`src/rtl/sdt_pkg.sv`:
```
package sdt_pkg;
  localparam int OPT_W  = 8;
  localparam int RATE_W = 3;

  typedef struct packed {
    logic              irq_mask;
    logic              map_sel;
    logic              src_ext;
    logic              edge_fall;
    logic              div_to_wdt;
    logic [RATE_W-1:0] rate;
  } opt_t;

  localparam logic [OPT_W-1:0] OPT_RST = 8'hFF;
endpackage

```
`src/rtl/sdt_option.sv`:
```
module sdt_option
  import sdt_pkg::*;
(
  input  logic             clk_i,
  input  logic             rst_ni,
  input  logic             wr_i,
  input  logic [OPT_W-1:0] wdata_i,
  input  logic             ext_cfg_i,
  output opt_t             opt_o,
  output logic [OPT_W-1:0] rdata_o
);
  logic [OPT_W-1:0] opt_q;

  always_ff @(posedge clk_i or negedge rst_ni) begin
    if (!rst_ni)   opt_q <= OPT_RST;
    else if (wr_i) opt_q <= wdata_i;
  end

  // locked top bits read as ones and keep their inactive meaning
  assign rdata_o = ext_cfg_i ? {2'b11, opt_q[OPT_W-3:0]} : opt_q;
  assign opt_o   = opt_t'(rdata_o);
endmodule

```
`src/rtl/sdt_edge_sync.sv`:
```
module sdt_edge_sync #(
  parameter int STAGES = 2
) (
  input  logic clk_i,
  input  logic rst_ni,
  input  logic pin_i,
  input  logic fall_i,
  output logic evt_o
);
  logic [STAGES:0] sh_q;

  generate
    for (genvar i = 0; i <= STAGES; i++) begin : g_stage
      if (i == 0) begin : g_first
        always_ff @(posedge clk_i or negedge rst_ni) begin
          if (!rst_ni) sh_q[0] <= 1'b0;
          else         sh_q[0] <= pin_i;
        end
      end else begin : g_next
        always_ff @(posedge clk_i or negedge rst_ni) begin
          if (!rst_ni) sh_q[i] <= 1'b0;
          else         sh_q[i] <= sh_q[i-1];
        end
      end
    end
  endgenerate

  logic cur, prev;
  assign cur   = sh_q[STAGES-1];
  assign prev  = sh_q[STAGES];
  assign evt_o = fall_i ? (prev & ~cur) : (cur & ~prev);
endmodule

```
`src/rtl/sdt_divider.sv`:
```
module sdt_divider #(
  parameter int DIV_W  = 8,
  parameter int RATE_W = 3
) (
  input  logic              clk_i,
  input  logic              rst_ni,
  input  logic              clr_i,
  input  logic              post_i,
  input  logic [RATE_W-1:0] rate_i,
  input  logic              evt_i,
  output logic              tick_o
);
  logic [DIV_W-1:0] div_q;
  logic [RATE_W:0]  nbits;
  logic [DIV_W:0]   full;
  logic [DIV_W-1:0] mask;

  // prescale uses n+1 bits, postscale uses n bits
  assign nbits  = {1'b0, rate_i} + {{RATE_W{1'b0}}, ~post_i};
  assign full   = ((DIV_W+1)'(1) << nbits) - (DIV_W+1)'(1);
  assign mask   = full[DIV_W-1:0];
  assign tick_o = evt_i & ~clr_i & (&(div_q | ~mask));

  always_ff @(posedge clk_i or negedge rst_ni) begin
    if (!rst_ni)     div_q <= '0;
    else if (clr_i)  div_q <= '0;
    else if (evt_i)  div_q <= div_q + 1'b1;
  end

  AST_DIV_CLEARED: assert property (@(posedge clk_i) disable iff (!rst_ni)
    clr_i |=> div_q == '0);
endmodule

```
`src/rtl/sdt_wdog.sv`:
```
module sdt_wdog #(
  parameter int WDT_W = 8
) (
  input  logic clk_i,
  input  logic rst_ni,
  input  logic tick_i,
  input  logic clr_i,
  output logic ovf_o
);
  logic [WDT_W-1:0] wdt_q;

  always_ff @(posedge clk_i or negedge rst_ni) begin
    if (!rst_ni)      wdt_q <= '0;
    else if (clr_i)   wdt_q <= '0;
    else if (tick_i)  wdt_q <= wdt_q + 1'b1;
  end

  assign ovf_o = tick_i & ~clr_i & (&wdt_q);

  AST_WDT_CLEARED: assert property (@(posedge clk_i) disable iff (!rst_ni)
    clr_i |=> wdt_q == '0);
endmodule

```
`src/rtl/shared_div_timer.sv`:
```
module shared_div_timer
  import sdt_pkg::*;
#(
  parameter int CNT_W       = 8,
  parameter int WDT_W       = 8,
  parameter int DIV_W       = 8,
  parameter int SYNC_STAGES = 2
) (
  input  logic             clk_i,
  input  logic             rst_ni,
  input  logic             ext_cfg_i,
  input  logic             opt_wr_i,
  input  logic [OPT_W-1:0] opt_wdata_i,
  output logic [OPT_W-1:0] opt_rdata_o,
  input  logic             cyc_en_i,
  input  logic             ext_pin_i,
  input  logic             wdt_tick_i,
  input  logic             wdt_clr_i,
  input  logic             sleep_i,
  output logic [CNT_W-1:0] cnt_o,
  output logic             irq_o,
  output logic             wdt_to_o,
  output logic             map_sel_o
);
  opt_t opt;
  logic pin_evt, src_evt, wd_clr, wdt_ovf;
  logic div_evt, div_clr, div_tick, cnt_inc, timeout;
  logic [CNT_W-1:0] cnt_q;
  logic irq_q, to_q;

  sdt_option u_option (
    .clk_i   (clk_i),
    .rst_ni  (rst_ni),
    .wr_i    (opt_wr_i),
    .wdata_i (opt_wdata_i),
    .ext_cfg_i(ext_cfg_i),
    .opt_o   (opt),
    .rdata_o (opt_rdata_o)
  );

  sdt_edge_sync #(.STAGES(SYNC_STAGES)) u_sync (
    .clk_i  (clk_i),
    .rst_ni (rst_ni),
    .pin_i  (ext_pin_i),
    .fall_i (opt.edge_fall),
    .evt_o  (pin_evt)
  );

  assign src_evt = opt.src_ext ? pin_evt : cyc_en_i;
  assign wd_clr  = wdt_clr_i | sleep_i;

  sdt_wdog #(.WDT_W(WDT_W)) u_wdog (
    .clk_i  (clk_i),
    .rst_ni (rst_ni),
    .tick_i (wdt_tick_i),
    .clr_i  (wd_clr),
    .ovf_o  (wdt_ovf)
  );

  assign div_evt = opt.div_to_wdt ? wdt_ovf : src_evt;
  assign div_clr = opt_wr_i | (wd_clr & opt.div_to_wdt);

  sdt_divider #(.DIV_W(DIV_W), .RATE_W(RATE_W)) u_div (
    .clk_i  (clk_i),
    .rst_ni (rst_ni),
    .clr_i  (div_clr),
    .post_i (opt.div_to_wdt),
    .rate_i (opt.rate),
    .evt_i  (div_evt),
    .tick_o (div_tick)
  );

  assign cnt_inc = opt.div_to_wdt ? src_evt : div_tick;
  assign timeout = opt.div_to_wdt ? div_tick : wdt_ovf;

  always_ff @(posedge clk_i or negedge rst_ni) begin
    if (!rst_ni) begin
      cnt_q <= '0;
      irq_q <= 1'b0;
      to_q  <= 1'b0;
    end else begin
      if (cnt_inc) cnt_q <= cnt_q + 1'b1;
      irq_q <= cnt_inc & (&cnt_q) & ~opt.irq_mask;
      to_q  <= timeout;
    end
  end

  assign cnt_o     = cnt_q;
  assign irq_o     = irq_q;
  assign wdt_to_o  = to_q;
  assign map_sel_o = opt.map_sel;

  AST_CNT_SINGLE_STEP: assert property (@(posedge clk_i) disable iff (!rst_ni)
    !$stable(cnt_q) |-> cnt_q == $past(cnt_q) + 1'b1);
  AST_IRQ_AT_WRAP: assert property (@(posedge clk_i) disable iff (!rst_ni)
    irq_o |-> cnt_q == '0);
  AST_IRQ_ONE_CYCLE: assert property (@(posedge clk_i) disable iff (!rst_ni)
    irq_o |=> !irq_o);
  AST_TO_ONE_CYCLE: assert property (@(posedge clk_i) disable iff (!rst_ni)
    wdt_to_o |=> !wdt_to_o);
endmodule

```
`config.mk`:
```
export PLATFORM = sky130hd
export DESIGN_NAME = shared_div_timer
export DESIGN_NICKNAME = d
export VERILOG_FILES = /design/src/rtl/sdt_pkg.sv /design/src/rtl/sdt_option.sv /design/src/rtl/sdt_edge_sync.sv /design/src/rtl/sdt_divider.sv /design/src/rtl/sdt_wdog.sv /design/src/rtl/shared_div_timer.sv
export SDC_FILE = /design/constraint.sdc
export NUM_CORES = 1
export LEC_CHECK = 0
export BUFFER_PORTS_ARGS = -buffer_cell sky130_fd_sc_hd__buf_2
export CELL_PAD_IN_SITES_DETAIL_PLACEMENT = 1
export CELL_PAD_IN_SITES_GLOBAL_PLACEMENT = 1
export CORE_ASPECT_RATIO = 0.7
export CORE_MARGIN = 1.5
export CORE_UTILIZATION = 25
export CTS_CLUSTER_DIAMETER = 50
export CTS_CLUSTER_SIZE = 28
export DETAILED_ROUTE_END_ITERATION = 16
export GPL_TIMING_DRIVEN = 0
export MAX_ROUTING_LAYER = met4
export PLACE_DENSITY = 0.61
export SLEW_MARGIN = 5
export SYNTH_ARGS = -nofsm -noshare
export SYNTH_HDL_FRONTEND = slang
export SYNTH_SLANG_ARGS = --single-unit
```
`constraint.sdc`:
```
create_clock -name clk_i -period 3.8 [get_ports clk_i]
set_clock_uncertainty 0.05 [all_clocks]
set_input_delay 1.14 -clock clk_i [delete_from_list [all_inputs] [get_ports clk_i]]
set_output_delay 1.14 -clock clk_i [all_outputs]
set_load 0.01 [all_outputs]
```
==> Word-level counts from Yosys, hierarchy flattened <==
Cells that the tools add are included.
{ "word_totals": {"register_bits": 37, "inputBits": 17, "word_cells": 49} }
{ "op_classes": {"n_addsub": 5, "shifts": 1, "mux": 10, "bitwise": 19, "reduce_logical": 5} }
{ "ops": {"columns": ["operator", "count"], "rows": [
  ["8-bit 2-to-1 mux", 5],
  ["8-bit by 1-bit adder with 8-bit output, second input constant", 3],
  ["8-bit AND reduction", 3],
  ["1-bit AND", 9],
  ["8-bit inverter", 1],
  ["8-bit bitwise OR", 1],
  ["1-bit by 4-bit << shifter with 8-bit output, first input constant", 1],
  ["8-bit by 2-bit subtractor with 8-bit output, second input constant", 1],
  ["1-bit inverter", 6],
  ["1-bit 2-to-1 mux", 5],
  ["3-bit by 1-bit adder with 4-bit output", 1],
  ["2-bit nonzero test", 2],
  ["1-bit bitwise OR", 2]
]} }

==> Longest topological paths before layout <==
Gate-level depths: netlist of run 1.
{ "logic_depth": {"ltp_word": 12, "mapped_depth": 17} }

==> Hierarchy <==
Synthesis of run 1 repeated with hierarchy kept, for this count alone.
{ "unflattened": {"hier_cells": 220, "hier_area_um2": 2321.0} }
{ "by_module_without_submodules": {"columns": ["mod", "instances", "cells_each", "area_each_um2", "seq_area_each_um2"], "rows": [
  ["sdt_divider", 1, 97, 833.3, 200.2],
  ["shared_div_timer", 1, 45, 526.8, 250.2],
  ["sdt_option", 1, 33, 459.2, 210.2],
  ["sdt_wdog", 1, 39, 404.1, 200.2],
  ["sdt_edge_sync", 1, 6, 97.6, 75.1]
]} }

==> Worst setup path after synthesis of run 1 <==
Ideal clock, no wire load.
{ "synth_path": {"path_type": "register to register", "startpoint": "register u_option.opt_q[3]", "endpoint": "register cnt_q[1] (netlist: cnt_o[1])", "setup_time_ns": 0.125, "arrival_ns": 3.529, "slack_ns": 0.096, "path_stages_with_launch": 17, "period_less_slack_ns": 3.704, "cell_sequence": "dfstp_2 > inv_1 > clkbuf_1 > ha_1 > ha_1 > buf_2 > or2_1 > nor2_1 > a21oi_1 > ha_1 > nor2_1 > nor4bb_1 > a21oi_1 > a2111oi_4 > o2111ai_2 > o21a_1 > mux2_4"} }
{ "synth_via": {"elab_chain_len": 10, "elab_cells_between_ends": 15, "cone_classes": "2 x add/sub; 1 x shift; 3 x mux; 8 x bitwise; 1 x reduce/logical"} }
{ "synth_rtl": {"columns": ["element", "line_no", "text"], "rows": [
  ["from (decl)", "sdt_option.sv:12", "logic [OPT_W-1:0] opt_q;"],
  ["from (signal assigned)", "sdt_option.sv:16", "else if (wr_i) opt_q <= wdata_i;"],
  ["8-bit 2-to-1 mux (*)", "sdt_option.sv:20", "assign rdata_o = ext_cfg_i ? {2'b11, opt_q[OPT_W-3:0]} : opt_q;"],
  ["1-bit inverter", "sdt_divider.sv:19", "assign nbits = {1'b0, rate_i} + {{RATE_W{1'b0}}, ~post_i};"],
  ["3-bit by 1-bit adder with 4-bit output", "sdt_divider.sv:19", null],
  ["1-bit by 4-bit << shifter with 8-bit output", "sdt_divider.sv:20", "assign full = ((DIV_W+1)'(1) << nbits) - (DIV_W+1)'(1);"],
  ["8-bit by 2-bit subtractor with 8-bit output", "sdt_divider.sv:20", null],
  ["8-bit inverter", "sdt_divider.sv:22", "assign tick_o = evt_i & ~clr_i & (&(div_q | ~mask));"],
  ["8-bit bitwise OR", "sdt_divider.sv:22", null],
  ["8-bit AND reduction", "sdt_divider.sv:22", null],
  ["1-bit AND", "sdt_divider.sv:22", null],
  ["1-bit 2-to-1 mux (*)", "shared_div_timer.sv:73", "assign cnt_inc = opt.div_to_wdt ? src_evt : div_tick;"],
  ["to (signal assigned)", "shared_div_timer.sv:82", "if (cnt_inc) cnt_q <= cnt_q + 1'b1;"],
  ["to (decl)", "shared_div_timer.sv:28", "logic [CNT_W-1:0] cnt_q;"]
]} }
Every way passes the cells marked *; elsewhere a longest branch is shown, timed or not.
A chain may end at the register's enable or synchronous reset.

==> Worst setup path in the final report of run 1 <==
Ends and elaborated chain as after synthesis.

==> results.ini, run 1 <==
[power_and_ir_drop]
p_int_uw = 1040
p_sw_share_pct = 34.0
combPwrFrac_pct = 34.9
power.switching_uw = 536
p_seq_share_pct = 33.8
p_leak_uw = 0.00126
power_density_nw_per_um2 = 509
ir_worst_vdd_mv = 0.189
pwr-share-clk_pct = 31.3

[floorplanning]
placementRows = 29
num_io_pins = 36
die_h_um = 84.3
die_area_sq_um = 10000
initial_utilization_pct = 25.9
die-width_um = 119
core_sq_um = 9110

[clocking]
htreeDepth = 2
clock_latency_ps = 280
cts.sinks = 37
clk_pin_slew_ps = 60
cts-root-buf = clkbuf_16
cts_tree = built
postCtsHoldBufs = 0
cts_buffers = 5
cts.path.max_buffers = 2

[route]
vias = 1989
wl_mm = 6.42
wl_per_cell_um = 15.2
viasPerCell = 4.72
firstDrtPassIters = 4
ant_nets = 0
first_iter_violations = 38
drc = 0

[synthesis]
synthAdderAreaFrac_pct = 3.71
ys_ff_latch = 37
synth_top_family_by_area = simple AND/OR/NAND/NOR gates
synth_mux_area_share_pct = 6.68
synth_seq_area_share_pct = 39.7
syn_area_sq_um = 2360
ys_async_sr_fraction_pct = 100
synth_enable_flop_cells = 0
ys_warn_count = 0
synth_cells = 242
synthXorXnorAreaFrac_pct = 7.00
synth-compound-area-share_pct = 15.1
synth-main-ff-cell = dfrtp_1
synth_fp_nets = 266
syn_area_per_cell_sq_um = 9.75
yosys.area_share.simple_pct = 21.2
yosysUniqueCellTypes = 58

[sta]
holdWs_ps = 308
relSlewSlack_pct = 39.6
worst_pin_slew_ps = 905
finalMaxSlewViolations = 0
hold_viol_final = 0
fin_crit_sh_pct = 95.7
tns_ps = 0
finalSetupViolCount = 0
period_needed_ps = 3640
fmax_mhz = 275

[worst_setup_path]
startpoint = u_option.opt_q[3]
crit_path_end_kind = flop
critical_path_arrival_ps = 3760
reg2reg_from = u_option.opt_q[3]
critPathMaxFanout = 7
crit_type = reg2reg
critPathRequiredTime_ps = 3920
cp-start-kind = flop

[grt]
grt_max_degree = 38
first_global_vias = 2088
antenna_found_initial = 0
grt_pass1_wl_mm = 10.5
overflow = 0
grt_use_total_pct = 13.6

[finish]
layout-drive-gt1-share_pct = 39.1
multi_input_area_sq_um = 1380
fin_nets = 320
stdcell_count = 421
antenna_cells = 0
register_area_sq_um = 936
area_growth_pct = 31.1
fill_cells = 1054

[hold_path]
min_path_type = reg2reg
worstHoldStart = u_sync.sh_q[0]

[outcome]
status = finished clean

[placement]
place.gp.congestion = 0.770
hpwl_mm = 4.49
place_inst = 401
io_buffers = 35

[flow_run]
maxCapViolations = 0

state kept, by name, indices dropped and copies added, names as in the netlist:
| register | count |
|---|---|
| u_div.div_q | 8 |
| u_option.opt_q | 8 |
| irq_o | 1 |
| u_sync.prev | 1 |
| u_sync.cur | 1 |
| wdt_to_o | 1 |
| u_sync.sh_q | 1 |
| u_wdog.wdt_q | 8 |
| cnt_o | 8 |
synth_stat cells (all sizes together) (2+ instances only):
cell | n | area (sq um)
o21a | 2 | 15.0
o21ai | 9 | 45.0
dfrtp | 29 | 726
nor3b | 3 | 22.5
nand3 | 10 | 50.1
mux2 | 9 | 105
a21oi | 3 | 15.0
clkbuf | 3 | 11.3
xnor2 | 9 | 86.3
nor2 | 33 | 126
ha | 7 | 87.6
and3 | 4 | 25.0
buf | 16 | 115
inv | 8 | 30.0
o211a | 2 | 20.0
nand4 | 4 | 25.0
o211ai | 2 | 15.0
a2111oi | 3 | 51.3
a22oi | 2 | 15.0
nand2b | 6 | 37.5
nand2 | 13 | 48.8
or2 | 5 | 31.3
mux2i | 3 | 30.0
a311o | 4 | 40.0
dfstp | 8 | 210
xor2 | 9 | 78.8
nor2b | 3 | 18.8
o31ai | 3 | 22.5
nor3 | 6 | 30.0
nor4 | 5 | 43.8
and2 | 2 | 12.5
through the flow:
step           power (uW)  setup WS (ps)  area, sq um  util, %
3_3_place_gp         1010           -401         2690     29.5
5_1_grt              1680          -26.2         3090     33.9
6_report             1570            164         3090     33.9
3_5_place_dp         1030           -477         2690     29.5
2_1_floorplan         869           96.2         2360        -
4_1_cts              1550           79.6         2910     32.0
layout make-up:
type,instances,area share [%]
inverter,8,1.09
multi-input combinational,178,44.7
timing repair buffer,49,9.19
tap,124,5.02
buffer,17,4.05
sequential,37,30.3
clock buffer,6,4.49
clock inverter,2,1.21
power groups by stage:
| stage | logic (uW) | registers (uW) | clock network (uW) |
|---|---|---|---|
| floorplan | 331 | 538 | 0 |
| global placement | 473 | 536 | 0 |
| detailed placement | 488 | 538 | 0 |
| CTS | 501 | 530 | 516 |
| global route | 607 | 545 | 529 |
| finish | 550 | 532 | 493 |
per-layer routing:
layer / wire length, um / part of all wire, % / vias to the layer above / global-route usage [%]
met4: 0 / 0 / 0 / 2.30
met3: 208 / 3.2 / 0 / 3.40
met5: 0 / 0 / - / -
met2: 2910 / 45 / 32 / 21.7
met1: 3300 / 51 / 991 / 17.9
li1: - / - / 966 / -
timing repair:
action / in CTS / in global routing
hold endpoints to repair: 0 / 0
setup endpoints to repair: 10 / 9
buffers inserted: 5 / 8
pin swaps: 5 / 13
gates cloned: 0 / 1
gates resized for setup: 5 / 24
cells in the final DEF, fill, tap and decap left out, types with 4 or more instances in the layout:
cell type / n
nand3_1: 9
mux2_2: 8
xnor2_1: 8
buf_6: 5
dfstp_2: 8
buf_2: 39
o21ai_0: 8
nor3_1: 6
nor2_1: 31
nand4_1: 4
buf_4: 20
inv_1: 7
nand2_1: 13
xor2_1: 9
clkbuf_16: 5
nand2b_1: 6
a311o_1: 4
dfrtp_1: 29
and3_1: 4
path summary, 6_finish.rpt:
check	cells past startpoint	slack, ps	to
max reg2reg	15	160	cnt_o[1]
max	15	160	cnt_o[1]
min reg2reg	0	310	u_sync.cur
min	0	310	u_sync.cur
max in group asynchronous	1	2190	u_wdog.wdt_q[3]
min in group asynchronous	1	940	u_sync.cur
logic make-up (layout without fill, tap and decap cells):
kind of cell | Yosys count | after routing
and+or+nand+nor | 97 | 97
AOI/OAI and AO/OA | 43 | 43
DFF | 37 | 37
buffers and inverters | 27 | 82
xor gates and xnor gates | 18 | 18
muxes | 13 | 13
adders and majority gates | 7 | 7
worst max-delay path, stage by stage, from the launching register on:
cell and delay (ps):
dfstp_2 550, clkinvlp_4 150, ha_4 190, ha_2 160, buf_6 130, or2_4 260, nor2_4 130, a21oi_4 70
ha_4 270, nor2_1 40, nor4bb_1 260, a21oi_1 130, a2111oi_4 350, o2111ai_4 210, o21a_2 270, mux2_4 300
Note: power is estimated with default switching activity, not from simulation.
==> run 2, diff against run 1 <==
--- a/config.mk
+++ b/config.mk
@@ -16,7 +16,7 @@
 export DETAILED_ROUTE_END_ITERATION = 16
 export GPL_TIMING_DRIVEN = 0
 export MAX_ROUTING_LAYER = met4
-export PLACE_DENSITY = 0.61
+export PLACE_DENSITY = 0.59
 export SLEW_MARGIN = 5
 export SYNTH_ARGS = -nofsm -noshare
 export SYNTH_HDL_FRONTEND = slang
==> constraint.sdc (replaced) <==
create_clock -name clk_i -period 4.25 [get_ports clk_i]
set_clock_uncertainty 0.05 [all_clocks]
set_input_delay 1.275 -clock clk_i [delete_from_list [all_inputs] [get_ports clk_i]]
set_output_delay 1.275 -clock clk_i [all_outputs]
set_load 0.01 [all_outputs]
==> results.ini, run 2 (synthesis gave the netlist of run 1 again) <==
[outcome]
status = finished clean

[clocking]
cts.sinks = 37
cts_buffers = 5
htreeDepth = 2
cts_tree = built
cts-root-buf = clkbuf_16
clk_pin_slew_ps = 50
clock_latency_ps = 280
cts.path.max_buffers = 2

[finish]
area_growth_pct = 22.7
fin_nets = 314
layout_common_cells = buf_2, nor2_1, dfrtp_1
stdcell_count = 414
design_area_sq_um = 2890
layout-drive-gt1-share_pct = 32.8
antenna_cells = 0
utilization_pct = 31.8
mostFrequentLayoutCell = buf_2
fill_cells = 1083

[worst_setup_path]
cp_num_buf_inv = 2
critPathMaxFanout = 10
critical_path_arrival_ps = 4150
path_delay_family = compound AO/OA/AOI/OAI gates
path_cells = clkinvlp_4, ha_1, ha_1, buf_2, or2_1, o21ai_0, nand3_1, ha_1, nor2_1, nor4bb_1, a21oi_1, a2111oi_4, o2111ai_4, o21a_2, mux2_4
critPathRequiredTime_ps = 4370
crit_path_end_kind = flop
crit_type = reg2reg
cp-start-kind = flop
crit_top_cell = ha_1
slowest_stage = dfstp_2
slowest_delay_ps = 580

[placement]
hpwl_mm = 4.38
place.gp.congestion = 0.705
io_buffers = 35
place_ws_ps = -40.8
place_inst = 401
place_area_sq_um = 2690

[power_and_ir_drop]
p_total_uw = 1290
ir_worst_vdd_mv = 0.131
power_density_nw_per_um2 = 445
p_leak_uw = 0.00120

[route]
viasPerCell = 4.68
vias = 1938
firstDrtPassIters = 4
first_iter_violations = 57
wl_per_cell_um = 14.2
ant_nets = 0
wl_mm = 5.90
drc = 0

[flow_run]
maxCapViolations = 0

[hold_path]
min_path_type = reg2reg

[floorplanning]
core_sq_um = 9110
die_area_sq_um = 10000
initial_utilization_pct = 25.9
die_h_um = 84.3
num_io_pins = 36
placementRows = 29
die-width_um = 119

[grt]
grt_max_degree = 38
overflow = 0
grt_use_total_pct = 13.0
first_global_vias = 1984
antenna_found_initial = 0
grt_pass1_wl_mm = 9.98

[sta]
relSlewSlack_pct = 40.7
period_needed_ps = 4030
fin_ws_ps = 224
worst_pin_slew_ps = 889
fmax_mhz = 248
fin_crit_sh_pct = 94.7
hold_viol_final = 0
finalMaxSlewViolations = 0
rsz0062_at_grt = no
finalSetupViolCount = 0

run 2: cell count changes in the layout (fill, tap and decap cells not counted), moves of 2 or more:
cell,delta
nor4_1,+2
ha_4,-2
clkbuf_1,+2
buf_6,-2
ha_2,-2
ha_1,+4
buf_4,-7
run 2: repair_timing:
item | in CTS | in global routing
endpoints found under the hold margin | 0 | 0
endpoints found under the setup margin | 5 | 7
buffers inserted | 0 | 6
cloned | 0 | 1
gates resized for setup | 0 | 3
hold buffers | 0 | 0
run 2: stage by stage:
| step | TNS, ps | hold slack, ps |
|---|---|---|
| after floorplan | 0 | 281 |
| after global placement | 0 | 285 |
| after detailed placement | -40.8 | 294 |
| after CTS | 0 | 303 |
| after global routing | 0 | 302 |
| final | 0 | 298 |
run 2: layout make-up:
cell class | instances | area (sq um) | share of cell area (%)
plain buffers | 18 | 123 | 4.24
clock buffers | 7 | 143 | 4.93
inverters | 8 | 33.8 | 1.17
multi-input cells | 178 | 1280 | 44.2
flip-flops and latches | 37 | 936 | 32.3
well taps | 124 | 155 | 5.36
repair buffers | 41 | 220 | 7.61
repair inverters | 1 | 5.00 | 0.173
run 2: per-layer routing:
metal	part of all wire (%)	wire (um)	track usage [%]	vias to the layer above
met4	0.97	57	3.94	0
met1	54	3170	17.9	946
met3	3.5	208	3.60	6
met5	0	0	-	-
li1	-	-	-	956
met2	42	2460	18.7	30
run 2: power breakdown:
group | leakage [uW] | internal (uW) | total, uW | switching (uW)
combinational | 0.000681 | 206 | 445 | 239
clock | 0.0000700 | 230 | 369 | 138
sequential | 0.000449 | 404 | 476 | 71.4
total | 0.00120 | 841 | 1290 | 448
run 2: final timing paths:
kind | start | endpoint | slack [ps] | cells after the start
setup / recovery | u_option.opt_q[3] | cnt_o[1] | 220 | 15
hold / removal | u_sync.sh_q[0] | u_sync.cur | 300 | 0
setup reg to reg | u_option.opt_q[3] | cnt_o[1] | 220 | 15
hold reg to reg | u_sync.sh_q[0] | u_sync.cur | 300 | 0
max in group asynchronous | rst_ni | u_wdog.wdt_q[4] | 2530 | 1
min in group asynchronous | rst_ni | u_div.div_q[7] | 1070 | 1
==> run 3, diff against run 2 <==
--- a/config.mk
+++ b/config.mk
@@ -17,6 +17,7 @@
 export GPL_TIMING_DRIVEN = 0
 export MAX_ROUTING_LAYER = met4
 export PLACE_DENSITY = 0.59
+export REMOVE_ABC_BUFFERS = 1
 export SLEW_MARGIN = 5
 export SYNTH_ARGS = -nofsm -noshare
 export SYNTH_HDL_FRONTEND = slang
==> results.ini, run 3 (synthesis gave the netlist of run 1 again) <==
[route]
vias = 1915
firstDrtPassIters = 4
wl_mm = 5.80
ant_nets = 0
wl_per_cell_um = 14.7
viasPerCell = 4.85
drc = 0
first_iter_violations = 102

[clocking]
cts.path.max_buffers = 2
clk_pin_slew_ps = 60
htreeDepth = 2
cts_buffers = 5
cts_tree = built
clock_latency_ps = 280
postCtsHoldBufs = 0
cts.sinks = 37
cts-root-buf = clkbuf_16

[worst_setup_path]
startpoint = u_option.opt_q[3]
critPathRequiredTime_ps = 4370
critical_path_arrival_ps = 4170
crit_type = reg2reg
regToRegSetupSlack_ps = 200
worstRegToRegCells = 13
cp-endpoint = cnt_o[1]
reg2reg_from = u_option.opt_q[3]
cp-start-kind = flop
crit_path_end_kind = flop
critPathMaxFanout = 14
regToRegEndpoint = cnt_o[1]

[placement]
place.gp.congestion = 0.726
io_buffers = 35
hpwl_mm = 4.23
place_inst = 382

[finish]
utilization_pct = 30.5
mostFrequentLayoutCell = buf_2
layout_common_cells = buf_2, nor2_1, dfrtp_1
area_growth_pct = 17.6
layout-drive-gt1-share_pct = 29.5
antenna_cells = 0
stdcell_count = 395
fin_nets = 294
fill_cells = 1068

[floorplanning]
placementRows = 29
die_area_sq_um = 10000
core_sq_um = 9110
num_io_pins = 36
die-width_um = 119
die_h_um = 84.3
initial_utilization_pct = 25.9

[sta]
finalMaxSlewViolations = 0
finalSetupViolCount = 0
rsz0062_at_grt = no
worst_pin_slew_ps = 835
holdWs_ps = 307
period_needed_ps = 4050
relSlewSlack_pct = 44.3
fmax_mhz = 247
fin_crit_sh_pct = 95.3
hold_viol_final = 0

[grt]
grt_use_total_pct = 12.6
grt_max_degree = 38
overflow = 0
grt_pass1_wl_mm = 9.66
first_global_vias = 1881
antenna_found_initial = 0

[power_and_ir_drop]
power_density_nw_per_um2 = 463
p_leak_uw = 0.00112
ir_worst_vdd_mv = 0.145

[flow_run]
maxCapViolations = 0

[hold_path]
min_path_type = reg2reg

[outcome]
status = finished clean

==> run 3: cell types whose count changed in the layout (fill, tap and decap cells not counted), moves of 3 or more <==
| cell | previous run | this run |
|---|---|---|
| clkbuf_1 | 3 | 0 |
| buf_4 | 13 | 5 |
| buf_6 | 3 | 0 |
| buf_2 | 40 | 35 |
==> run 3: final cells by class <==
| type | count | area (sq um) | share of cell area (%) |
|---|---|---|---|
| Inverter | 8 | 33.8 | 1.22 |
| Clock inverter | 2 | 13.8 | 0.496 |
| Tap cell | 124 | 155 | 5.59 |
| Multi-Input combinational cell | 178 | 1280 | 46.1 |
| Clock buffer | 6 | 139 | 5.01 |
| Timing Repair Buffer | 40 | 213 | 7.67 |
| Sequential cell | 37 | 940 | 33.9 |
==> run 3: repair_timing <==
action                     4_1_cts  5_1_grt
buffers inserted                 5        0
setup endpoints to repair        9        8
gates resized for setup          2        2
==> run 3: how the worst min path moves through the flow <==
stage	from	endpoint	cells after the start
after CTS	u_sync.sh_q[0]	u_sync.cur	0
after global routing	u_sync.sh_q[0]	u_sync.cur	0
final	u_sync.sh_q[0]	u_sync.cur	0
after global placement	u_sync.sh_q[0]	u_sync.cur	0
after floorplan	u_sync.sh_q[0]	u_sync.cur	0
after detailed placement	u_sync.sh_q[0]	u_sync.cur	0
==> run 3: metal layers <==
| metal | global-route usage [%] | routed length [um] | part of all wire, % | up-vias |
|---|---|---|---|---|
| met2 | 17.6 | 2470 | 43 | 46 |
| met1 | 18.2 | 3040 | 52 | 951 |
| li1 | - | - | - | 918 |
| met3 | 3.26 | 291 | 5.0 | 0 |
| met5 | - | 0 | 0 | - |
| met4 | 2.30 | 0 | 0 | 0 |
==> run 3: critical path, stage by stage (launching register included) <==
cell	delay [ps]
dfstp_4	720
clkinvlp_4	150
buf_4	160
ha_1	290
xnor2_2	370
a21oi_1	200
ha_1	340
nor2_1	50
nor4bb_1	280
a21oi_1	150
a2111oi_4	350
o2111ai_4	230
o21a_1	280
mux2_4	300
==> run 3: report_power, final <==
part | switching (uW) | internal, uW
combinational | 229 | 190
clock | 145 | 233
sequential | 81.3 | 405
==> run 3: metrics by stage <==
step,area (sq um),setup slack [ps],setup TNS (ps),power (uW)
CTS,2770,61.9,0,1300
finish,2770,199,0,1280
global route,2770,1.95,0,1380
floorplan,2230,308,0,760
global placement,2560,-289,-922,891
detailed placement,2560,-380,-1760,900
